`src/rtl/dp_operand_shifter.sv`:
```
`timescale 1ns/1ps
module dp_operand_shifter #(
  parameter int DW = 32
) (
  input  logic          use_imm,
  input  logic          amt_from_reg,
  input  logic [7:0]    imm8,
  input  logic [3:0]    rot,
  input  logic [4:0]    shamt,
  input  logic [1:0]    sh_kind,
  input  logic [DW-1:0] rm_val,
  input  logic [DW-1:0] rs_val,
  input  logic          carry_in,
  output logic [DW-1:0] operand,
  output logic          carry_out
);
  localparam int AW = $clog2(DW);
  localparam logic [1:0] K_LSL = 2'b00;
  localparam logic [1:0] K_LSR = 2'b01;
  localparam logic [1:0] K_ASR = 2'b10;
  localparam logic [1:0] K_ROR = 2'b11;

  logic [7:0]    amt;
  logic          rrx;
  logic [DW:0]   lsl_w, lsr_w, asr_w;
  logic [DW-1:0] ror_v, imm_ext, imm_v;
  logic [AW-1:0] imm_amt;
  logic          unused_rs_hi;

  assign unused_rs_hi = |rs_val[DW-1:8];

  always_comb begin
    rrx = 1'b0;
    amt = amt_from_reg ? rs_val[7:0] : {3'b000, shamt};
    if (!amt_from_reg && shamt == 5'd0) begin
      if (sh_kind == K_LSR || sh_kind == K_ASR) amt = 8'(DW);
      else if (sh_kind == K_ROR)                rrx = 1'b1;
    end
  end

  assign lsl_w = {1'b0, rm_val} << amt;
  assign lsr_w = {rm_val, 1'b0} >> amt;
  assign asr_w = $signed({rm_val, 1'b0}) >>> amt;
  assign ror_v = (rm_val >> amt[AW-1:0]) | (rm_val << (DW - int'(amt[AW-1:0])));

  assign imm_ext = {{(DW-8){1'b0}}, imm8};
  assign imm_amt = {rot, 1'b0};
  assign imm_v   = (imm_ext >> imm_amt) | (imm_ext << (DW - int'(imm_amt)));

  always_comb begin
    if (use_imm) begin
      operand   = imm_v;
      carry_out = (rot == 4'd0) ? carry_in : imm_v[DW-1];
    end else if (rrx) begin
      operand   = {carry_in, rm_val[DW-1:1]};
      carry_out = rm_val[0];
    end else if (amt == 8'd0) begin
      operand   = rm_val;
      carry_out = carry_in;
    end else begin
      case (sh_kind)
        K_LSL:   begin operand = lsl_w[DW-1:0]; carry_out = lsl_w[DW]; end
        K_LSR:   begin operand = lsr_w[DW:1];   carry_out = lsr_w[0];  end
        K_ASR:   begin operand = asr_w[DW:1];   carry_out = asr_w[0];  end
        default: begin operand = ror_v;         carry_out = ror_v[DW-1]; end
      endcase
    end
  end
endmodule


```
`config.mk`:
```
export PLATFORM = sky130hd
export DESIGN_NAME = dp_operand_shifter
export DESIGN_NICKNAME = d
export VERILOG_FILES = /design/src/rtl/dp_operand_shifter.sv
export SDC_FILE = /design/constraint.sdc
export NUM_CORES = 1
export LEC_CHECK = 0
export BUFFER_PORTS_ARGS = -buffer_cell sky130_fd_sc_hd__buf_2
export CAP_MARGIN = 20
export CORE_ASPECT_RATIO = 2
export CORE_MARGIN = 1
export CORE_UTILIZATION = 40
export DETAILED_ROUTE_END_ITERATION = 8
export PLACE_DENSITY = 0.7
export SETUP_SLACK_MARGIN = 0.15
export SYNTH_ARGS = -nofsm -noshare
export SYNTH_HDL_FRONTEND = slang
export SYNTH_SLANG_ARGS = --single-unit
```
`constraint.sdc`:
```
create_clock -name vclk -period 7.84
set_input_delay 1.568 -clock vclk [all_inputs]
set_output_delay 1.568 -clock vclk [all_outputs]
set_load 0.02 [all_outputs]
```
==> metrics.yaml, run 1 <==
outcome: "did not finish"
stop_stage: "5_1_grt"
toolErrorMsg: "[ERROR GRT-0116] Global routing finished with congestion. Check the congestion regions in the DRC Viewer."
initial_core_util_pct: 40.8
num_io_pins: 119
rows: 87
ctsResizeCount: 0
post-place-ws_ns: 0.811
track_usage_pct: 64.8
yosysTopAreaCell: "mux2i_1"
hpwl_um: 64000
synth_area_um2: 11500
ys_seq_area_share_pct: 0
grt_pass1_wl_um: 136000
ys_warn_count: 0
die_h_um: 242
grt.overflow.total: 20
grt_pass1_vias: 17400
postSynthAreaPerCell_um2: 6.64
post_cts_buffers: 0
synth_top_area_share_pct: 15.5
synthTopCellsByArea: "mux2i_1 15%, mux4_2 9.8%, nand2_1 6.9%, o21ai_0 5.7%, a21oi_1 4.9%"
gp_congestion: 1.14
die_x_um: 122
port_buffers: 95
synthesis.instances: 1733
ys_types: 79
placedCellCount: 2070
hold_buffers: 0
synth_fp_nets: 1826
grt_max_degree: 77
## per-stage QoR
stage,instance area [um^2],hold slack [ns]
global placement,12400,3.65
CTS,12400,3.66
floorplan,11500,3.39
detailed placement,12400,3.66
## cells by family after synthesis
logic type	count (synthesis)	synth area share (%)
compound gates	636	38.0
simple gates	583	23.1
mux	265	28.9
buf+inv	235	8.54
xor+xnor	7	0.695
fa+ha+maj	7	0.761
## synthesized netlist by cell type, drive strengths merged, types with 12 or more instances
cell type	number
and3	17
clkbuf	138
a2111oi	12
a211oi	43
o2111ai	12
o22ai	48
a22oi	21
nor3	51
a32oi	13
o31ai	23
nand3	63
mux2i	178
o21ai	132
nor2b	16
inv	22
nor2	144
nand2	212
a31oi	24
mux2	37
o221ai	25
o211ai	31
and2	18
a21oi	113
buf	75
a221oi	17
mux4	50
## metal layers
layer,GRT usage (%),GRT overflow
met1,69.1,0
met2,86.1,5
met3,34.3,0
met4,67.2,15
met5,3.65,0
==> run 2, diff against run 1 <==
Settings changed: CORE_ASPECT_RATIO 2 to not set, CORE_UTILIZATION 40 to 25, PLACE_DENSITY 0.7 to not set, PLACE_DENSITY_LB_ADDON set to 0.15, SETUP_SLACK_MARGIN 0.15 to not set.
==> run 2 against run 1 <==
The run now ends clean. Area after synthesis unchanged. Synthesized cell count unchanged.
==> metrics.yaml, run 2 <==
setup_tns_ns: 0
synth_fa_ha_area_share_pct: 0.761  # unchanged
post_cts_buffers: 0  # unchanged
core_region_area_um2: 45400
n_antenna_cell: 0
final_nets: 1796
relSlewSlack_pct: 17.1
critical_path_required_ns: 6.27
fin_ws_ns: 0.563
setup_viol: 0
synth.most_common_cell: "nand2_1"
yosys.area_share.simple_pct: 23.1  # unchanged
finalPower_mw: 1.38
num_vias: 16000
max_stage_delay_ns: 0.58
areaGrowthSynthToFinish_pct: 9.32
ys_seq_area_share_pct: 0  # unchanged
n_clock_buffer: 0
track_usage_pct: 35.0
synthesis.instances: 1733  # unchanged
crit_type: "primary input to output pin"
die-area_um2: 46900
hold_path.class: "primary input to output pin"
synth_top_cells_by_count: "212 x nand2_1, 178 x mux2i_1, 144 x nor2_1"
rsz0062_at_grt: "false"
drt_wl_total_um: 84700
timing.final.crit_share_pct: 92.8
die_h_um: 217  # -10%
initial_core_util_pct: 25.4  # -15 points
port_buffers: 95  # unchanged
ctsResizeCount: 0  # unchanged
postSynthAreaPerCell_um2: 6.64  # unchanged
critical_path_buf_inv_count: 3
viasPerCell: 6.96
ys_types: 79  # unchanged
synthTopCellsByArea: "mux2i_1 15%, mux4_2 9.8%, nand2_1 6.9%, o21ai_0 5.7%, a21oi_1 4.9%"
synthMuxAreaShare_pct: 28.9  # unchanged
num_io_pins: 119  # unchanged
ant_nets: 0
hold_viol_final: 0
wl_per_cell_um: 36.8
layout_commonest_cell: "nand2_1"
p_per_area_nw_per_um2: 110
first_pass_iters: 6
max_freq_ghz: 0.137
worstSetupPathDepth: 12
post-place-ws_ns: 0.581  # -0.230 ns
worst-path-max-fanout: 13
hpwl_um: 61900  # -3.3%
outcome: "finished clean"
end_kind: "output pin"
ys_warn_count: 0  # unchanged
fillers: 5083
grt.overflow.total: 0
drc_errors: 0
crit_chain: "buf_2 > mux2_4 > inv_2 > ha_2 > xnor2_4 > mux2i_1 > mux4_2 > and2_1 > o21ai_0 > a2111oi_0 > a221oi_1 > buf_2"
grt_pass1_wl_um: 119000
yosysTopAreaCell: "mux2i_1"
cp_common_cell: "buf_2"
hold_depth: 4
slew_viol_final: 0
vdd_drop_max_v: 0.0000382
synth-xor-area-share_pct: 0.695  # unchanged
rows: 78  # -10%
hold_buffers: 0  # unchanged
gp_congestion: 1.04  # -8.5%
synth_top_family_by_area: "compound AO/OA/AOI/OAI gates"
grt_pass1_vias: 15200
critPathTopFamily: "compound AO/OA/AOI/OAI gates"
nFlopsAndLatches: 0
leakage_nw: 4.74
die_x_um: 217  # +78%
synth_area_um2: 11500  # unchanged
worst_pin_slew_ns: 1.21
drt-initial-drc-count: 2193
synth_compound_area_share_pct: 38.0  # unchanged
cp_slowest_cell: "mux4_2"
layout_common_cells: "212 x nand2_1, 175 x mux2i_1, 143 x nor2_1"
grt_max_degree: 74
synth_top_area_share_pct: 15.5  # unchanged
grt_antenna_before_repair: 1
synth_fp_nets: 1826  # unchanged
drive_above_1_share_pct: 17.6
fin_crit_ns: 7.28
start_kind: "primary input"
seq_area_um2: 0
drv_cap: 0
critPathArrivalTime_ns: 5.71
[run 2: cell counts after synthesis]
No cell type changed its count.
[run 2: cell families (layout without fill, tap and decap cells)]
kind of cell	count (synthesis)	in the layout
compound gates	636	636
fa+ha+maj	7	7
buf+inv	235	203
simple gates	583	583
mux	265	265
xor+xnor	7	7
[run 2: worst paths after layout]
kind / startpoint / to / slack (ns)
worst max-delay path: amt_from_reg / operand[16] / 0.56
worst min-delay path: imm8[7] / operand[7] / 3.65
[run 2: area by class of cell]
class	instances	area [um^2]	share of cell area, %
multi-input combinational	1498	10600	84.2
timing repair buffer	181	1160	9.18
tap	600	751	5.96
inverter	22	83.8	0.666
[run 2: tightest hold or removal path, stage by stage]
cell and delay (ns):
buf_2 0.15, a311oi_1 0.11, o21ai_0 0.09, buf_2 0.17
[run 2: layer usage]
layer  GRT usage (%)  vias up  wire, um
li1                -     6660         -
met1            44.8     7922     33000
met2            53.7     1165     36500
met3            7.23      275      8960
met4            21.3        0      6110
met5               0        -         0
[run 2: per-stage QoR]
step	util, %	area, um^2	instances	hold slack (ns)
after floorplan	-	11500	1733	3.39
after detailed placement	27.7	12600	2300	3.63
final	27.7	12600	2301	3.65
after CTS	27.7	12600	2300	3.63
after global routing	27.7	12600	2301	3.66
after global placement	27.7	12600	2300	3.62
[run 2: report_power, final]
| part | total (mW) | leakage (nW) | switching (mW) | internal, mW |
|---|---|---|---|---|
| Clock | 0 | 0 | 0 | 0 |
| Sequential | 0 | 0 | 0 | 0 |
| Combinational | 1.38 | 4.74 | 0.947 | 0.435 |
No activity file was read; power rests on OpenSTA's default activity.
